## src/rtl/hilb_pkg.sv

```systemverilog
package hilb_pkg;

    // Filter geometry: odd length, centre tap at the group delay
    localparam int TAPS      = 11;
    localparam int CENTRE    = (TAPS - 1) / 2;
    localparam int PAIRS     = (TAPS + 1) / 4;
    localparam int COEF_W    = 16;
    localparam int COEF_FRAC = 14;

    // Windowed 2/(pi*n) for odd offsets n = 2p+1, Q14
    function automatic logic signed [COEF_W-1:0] pair_coef(input int p);
        case (p)
            0:       pair_coef = 16'sd9513;
            1:       pair_coef = 16'sd1383;
            2:       pair_coef = 16'sd167;
            default: pair_coef = 16'sd0;
        endcase
    endfunction

    typedef enum logic [0:0] {
        FILL_S = 1'b0,
        RUN_S  = 1'b1
    } fill_state_e;

endpackage

```

## src/rtl/hilb_tap_line.sv

```systemverilog
module hilb_tap_line
    import hilb_pkg::*;
#(
    parameter int DATA_W = 16
) (
    input  logic                          clk,
    input  logic                          rst,
    input  logic                          shift,
    input  logic [DATA_W-1:0]             din,
    output logic [PAIRS-1:0][DATA_W-1:0]  pair_new,
    output logic [PAIRS-1:0][DATA_W-1:0]  pair_old,
    output logic [DATA_W-1:0]             centre
);

    // index 0 holds the newest accepted sample
    logic [TAPS-1:0][DATA_W-1:0] line;

    always_ff @(posedge clk) begin
        if (rst) begin
            line <= '0;
        end else if (shift) begin
            line <= {line[TAPS-2:0], din};
        end
    end

    generate
        for (genvar p = 0; p < PAIRS; p++) begin : g_pair
            localparam int OFF = 2 * p + 1;
            assign pair_new[p] = line[CENTRE - OFF];
            assign pair_old[p] = line[CENTRE + OFF];
        end
    endgenerate

    assign centre = line[CENTRE];

endmodule

```

## src/rtl/hilb_pair_mac.sv

```systemverilog
module hilb_pair_mac
    import hilb_pkg::*;
#(
    parameter int DATA_W = 16,
    parameter int ACC_W  = DATA_W + COEF_W + 3
) (
    input  logic [PAIRS-1:0][DATA_W-1:0] pair_new,
    input  logic [PAIRS-1:0][DATA_W-1:0] pair_old,
    output logic signed [ACC_W-1:0]      acc
);

    localparam int DIFF_W = DATA_W + 1;
    localparam int PROD_W = DIFF_W + COEF_W;

    logic signed [PROD_W-1:0] prod [PAIRS];

    // one multiply per antisymmetric pair: (older - newer) * c
    generate
        for (genvar p = 0; p < PAIRS; p++) begin : g_mul
            logic signed [DIFF_W-1:0] diff;
            assign diff = $signed({pair_old[p][DATA_W-1], pair_old[p]})
                        - $signed({pair_new[p][DATA_W-1], pair_new[p]});
            assign prod[p] = PROD_W'(diff) * PROD_W'(pair_coef(p));
        end
    endgenerate

    always_comb begin
        acc = '0;
        for (int p = 0; p < PAIRS; p++) begin
            acc = acc + ACC_W'(prod[p]);
        end
    end

endmodule

```

## src/rtl/hilb_round_sat.sv

```systemverilog
module hilb_round_sat #(
    parameter int IN_W  = 35,
    parameter int FRAC  = 14,
    parameter int OUT_W = 16
) (
    input  logic signed [IN_W-1:0]  din,
    output logic signed [OUT_W-1:0] dout
);

    localparam int W = IN_W + 1;
    localparam logic signed [W-1:0] HALF =
        {{(W - FRAC){1'b0}}, 1'b1, {(FRAC - 1){1'b0}}};
    localparam logic signed [W-1:0] MAXV = W'((2 ** (OUT_W - 1)) - 1);
    localparam logic signed [W-1:0] MINV = -MAXV - W'(1);

    logic signed [W-1:0] biased;
    logic signed [W-1:0] shifted;

    always_comb begin
        biased  = $signed({din[IN_W-1], din}) + HALF;
        shifted = biased >>> FRAC;
        if (shifted > MAXV) begin
            dout = MAXV[OUT_W-1:0];
        end else if (shifted < MINV) begin
            dout = MINV[OUT_W-1:0];
        end else begin
            dout = shifted[OUT_W-1:0];
        end
    end

endmodule

```

## src/rtl/hilb_fill_ctrl.sv

```systemverilog
module hilb_fill_ctrl
    import hilb_pkg::*;
#(
    parameter int FILL_N = TAPS
) (
    input  logic clk,
    input  logic rst,
    input  logic accept,
    output logic window_full
);

    localparam int CNT_W = $clog2(FILL_N + 1);

    fill_state_e      state_q, state_d;
    logic [CNT_W-1:0] cnt_q, cnt_d;

    // state register
    always_ff @(posedge clk) begin
        if (rst) begin
            state_q <= FILL_S;
            cnt_q   <= '0;
        end else begin
            state_q <= state_d;
            cnt_q   <= cnt_d;
        end
    end

    // transitions
    always_comb begin
        state_d = state_q;
        cnt_d   = cnt_q;
        unique case (state_q)
            FILL_S: begin
                if (accept) begin
                    if (cnt_q == CNT_W'(FILL_N - 1)) begin
                        state_d = RUN_S;
                        cnt_d   = '0;
                    end else begin
                        cnt_d = cnt_q + CNT_W'(1);
                    end
                end
            end
            RUN_S: begin
                state_d = RUN_S;
            end
        endcase
    end

    // outputs
    always_comb begin
        unique case (state_q)
            FILL_S: window_full = 1'b0;
            RUN_S:  window_full = 1'b1;
        endcase
    end

endmodule

```

## src/rtl/hilbert_iq_gen.sv

```systemverilog
module hilbert_iq_gen
    import hilb_pkg::*;
#(
    parameter int DATA_W = 16
) (
    input  logic                     clk,
    input  logic                     rst,
    input  logic                     in_valid,
    input  logic signed [DATA_W-1:0] in_data,
    output logic                     out_valid,
    output logic signed [DATA_W-1:0] out_i,
    output logic signed [DATA_W-1:0] out_q
);

    localparam int ACC_W = DATA_W + 1 + COEF_W + $clog2(PAIRS) + 1;

    logic [PAIRS-1:0][DATA_W-1:0] pair_new;
    logic [PAIRS-1:0][DATA_W-1:0] pair_old;
    logic [DATA_W-1:0]            centre;
    logic signed [ACC_W-1:0]      acc;
    logic signed [DATA_W-1:0]     q_rnd;
    logic                         window_full;
    logic                         stage_vld;

    hilb_tap_line #(.DATA_W(DATA_W)) u_line (
        .clk      (clk),
        .rst      (rst),
        .shift    (in_valid),
        .din      (in_data),
        .pair_new (pair_new),
        .pair_old (pair_old),
        .centre   (centre)
    );

    hilb_pair_mac #(.DATA_W(DATA_W), .ACC_W(ACC_W)) u_mac (
        .pair_new (pair_new),
        .pair_old (pair_old),
        .acc      (acc)
    );

    hilb_round_sat #(.IN_W(ACC_W), .FRAC(COEF_FRAC), .OUT_W(DATA_W)) u_rnd (
        .din  (acc),
        .dout (q_rnd)
    );

    hilb_fill_ctrl #(.FILL_N(TAPS)) u_fill (
        .clk         (clk),
        .rst         (rst),
        .accept      (in_valid),
        .window_full (window_full)
    );

    always_ff @(posedge clk) begin
        if (rst) begin
            stage_vld <= 1'b0;
            out_valid <= 1'b0;
            out_i     <= '0;
            out_q     <= '0;
        end else begin
            stage_vld <= in_valid;
            out_valid <= stage_vld && window_full;
            if (stage_vld) begin
                out_i <= $signed(centre);
                out_q <= q_rnd;
            end
        end
    end

endmodule

```

## config.mk

```make
export PLATFORM = sky130hd
export DESIGN_NAME = hilbert_iq_gen
export DESIGN_NICKNAME = d
export VERILOG_FILES = /design/src/rtl/hilb_pkg.sv /design/src/rtl/hilb_tap_line.sv /design/src/rtl/hilb_pair_mac.sv /design/src/rtl/hilb_round_sat.sv /design/src/rtl/hilb_fill_ctrl.sv /design/src/rtl/hilbert_iq_gen.sv
export SDC_FILE = /design/constraint.sdc
export NUM_CORES = 1
export LEC_CHECK = 0
export BUFFER_PORTS_ARGS = -buffer_cell sky130_fd_sc_hd__buf_2
export CAP_MARGIN = 30
export CORE_ASPECT_RATIO = 1.1
export CORE_MARGIN = 2
export CORE_UTILIZATION = 23
export DETAILED_ROUTE_END_ITERATION = 10
export MAX_ROUTING_LAYER = met4
export PLACE_DENSITY_LB_ADDON = 0.08
export SYNTH_ARGS = -nofsm -noshare
export SYNTH_HDL_FRONTEND = slang
export SYNTH_SLANG_ARGS = --single-unit
```

## constraint.sdc

```tcl
create_clock -name clk -period 12.9 [get_ports clk]
set_input_delay 2.58 -clock clk [delete_from_list [all_inputs] [get_ports clk]]
set_output_delay 2.58 -clock clk [all_outputs]
set_load 0.01 [all_outputs]
```

==> flow_summary.ini <==
[detailed_routing]
vias = 14500
drtPass1Iterations = 4
wl_per_cell_um = 16.7
drt-initial-drc-count = 467
vias_per_cell = 4.05
drc_errors = 0
wirelength_um = 59700
detail-route-antenna-nets = 0

[final_layout]
layout_common_cells = inv_1, fa_1, ha_1
fin_area_um2 = 24700
drive_gt1_frac = 0.0713
final_common_cell = inv_1
finalNetCount = 2908
area_growth_pct = 13.3

[die]
core_area_um2 = 94000
die_w_um = 298
row_count = 118
die_height_um = 327
die_area_um2 = 97400
start_util = 0.232
ios = 52

[grt]
busiest_layer = met2
antenna_found_initial = 1
grt_pass1_wl_um = 92500
grt_pass1_vias = 15400
use_met1 = 0.166
use_met3 = 0.00909
overflow = 0
grt_use_total = 0.127
use_met2 = 0.216
grt_max_degree = 87

[setup_path]
crit_path_frequent_cell = fa_1
crit_buf_inv = 6
critPathKind = reg -> reg
arrival_ns = 10.87
worst_setup_path_start_kind = flop
r2r_slack_ns = 2.48
crit_family = adder cells
max_stage_delay_ns = 0.54
crit_path_end_kind = flop
cp_slowest_cell = fa_1
path_max_fanout = 10
crit_required_ns = 13.35

[synthesis]
synth_edf_count = 0
syn_inst = 2239
synth_seq_area_share = 0.197
yosys_warnings = 0
synth_fp_nets = 2850
syn_area_um2 = 21800
synth_async_sr_flop_share = 0
avgSynthCellArea_um2 = 9.75
ys_seq_elements = 215
synth.distinct_cells = 61
synthFlopType = dfxtp_1

[sta]
post-route-min-period_ns = 10.42
rsz0062_at_grt = false
clock-skew-final_ns = 0.0324
tns_ns = 0
finalHoldViolations = 0
fin_crit_sh = 0.808
slew_viol_final = 0
setup_viol = 0
maxClockFrequency_mhz = 96.0
worst_pin_slew_ns = 1.01
finalWorstSetupSlack_ns = 2.48
whs_ns = 0.483
slew-limit-headroom = 0.322

[clocking]
htree_levels = 1
clock-root-buffer = clkbuf_16
clk_pin_slew_worst_paths_ns = 0.06
numCtsBuffers = 26
post-cts-setup-buffer-count = 0
cts_sinks = 215
clk_latency_ns = 0.57
ctsHoldBuffers = 0
cts_tree = built
cts_buffer_depth = 3
cts-resized-gates = 0

[run]
maxCapViolCount = 0

[placed_design]
gp_congestion = 0.778
postPlaceCellArea_um2 = 23800
dp_slack_ns = 2.41
io_buffers = 51
hpwlAfterDp_um = 49700

[hold_path]
hold_path.class = reg -> reg

[outcome]
outcome = finished clean
[cell families after synthesis]
logic type / after synthesis / synth area share
fa+ha+maj: 592 / 0.442
buf+inv: 582 / 0.101
simple gates: 401 / 0.0809
flops: 215 / 0.197
mux: 196 / 0.0900
compound gates: 171 / 0.0557
xor+xnor: 82 / 0.0332
[state kept, by name (all words and copies together) (netlist names)]
signal           cells
u_line.pair_new     48
out_q               16
stage_vld            1
u_line.centre       16
out_valid            1
u_fill.cnt_q         4
u_line.line         64
u_line.pair_old     48
u_fill.state_q       1
out_i               16
[worst reg2reg max path: cells and delay by family (launching register included)]
| family | cells | cell delay, ns |
|---|---|---|
| adders and majority gates | 10 | 4.72 |
| AOI/OAI and AO/OA | 14 | 3.13 |
| and+or+nand+nor | 4 | 0.98 |
| buffers and inverters | 6 | 0.52 |
| muxes | 1 | 0.40 |
| DFF | 1 | 0.35 |
| xor gates and xnor gates | 1 | 0.19 |
[per-layer routing]
metal  wire length [um]  share of wire
met4               1090          0.018
met2              29400           0.49
met3               1090          0.018
met5                  0              0
met1              28200           0.47
[layout make-up]
| type | count | area, um^2 |
|---|---|---|
| Antenna cell | 1 | 2.50 |
| Clock buffer | 39 | 791 |
| Clock inverter | 6 | 113 |
| Fill cell | 10100 | 69300 |
| Inverter | 526 | 1970 |
| Multi-Input combinational cell | 1442 | 15400 |
| Sequential cell | 215 | 4310 |
| Tap cell | 1260 | 1580 |
| Timing Repair Buffer | 86 | 571 |
[stage by stage]
step,utilization,instances
2_1_floorplan,-,2239
3_3_place_gp,0.252,3523
3_5_place_dp,0.253,3528
4_1_cts,0.263,3573
5_1_grt,0.263,3574
6_report,0.263,3575
[path summary, 6_finish.rpt]
path                       startpoint   endpoint  depth (start not counted)
hold / removal         u_fill.state_q  out_valid                          2
hold reg to reg        u_fill.state_q  out_valid                          2
setup reg to reg  u_line.pair_new[33]   out_q[1]                         36
setup / recovery  u_line.pair_new[33]   out_q[1]                         36
[Yosys cell counts (3+ instances only)]
cell type / count / area, um^2
a41oi_1: 5 / 43.8
o21a_1: 7 / 52.6
o21bai_1: 4 / 30.0
buf_1: 21 / 78.8
nand2_1: 36 / 135
a211o_1: 3 / 26.3
and2_1: 10 / 62.6
nor2b_1: 16 / 100
a2111oi_0: 3 / 26.3
a21o_1: 21 / 158
o21ai_1: 9 / 45.0
fa_1: 299 / 5990
a31o_2: 4 / 35.0
and3_1: 9 / 56.3
or3_1: 8 / 50.1
clkbuf_1: 31 / 116
a21oi_1: 51 / 255
o21ai_0: 18 / 90.1
xnor2_1: 47 / 412
nor3b_1: 3 / 22.5
xor2_1: 34 / 298
or2_2: 3 / 18.8
a211oi_1: 11 / 82.6
dfxtp_1: 215 / 4300
nor3_1: 22 / 110
mux2i_1: 194 / 1940
nand3_1: 21 / 105
nor2_1: 251 / 942
nand4_1: 8 / 50.1
ha_1: 293 / 3670
a211oi_2: 10 / 125
inv_1: 524 / 1970
a41o_1: 3 / 30.0
nand2b_1: 8 / 50.1
Power is not shown: default switching activity piles up to over one toggle a cycle in this logic, so the estimate is an artifact.
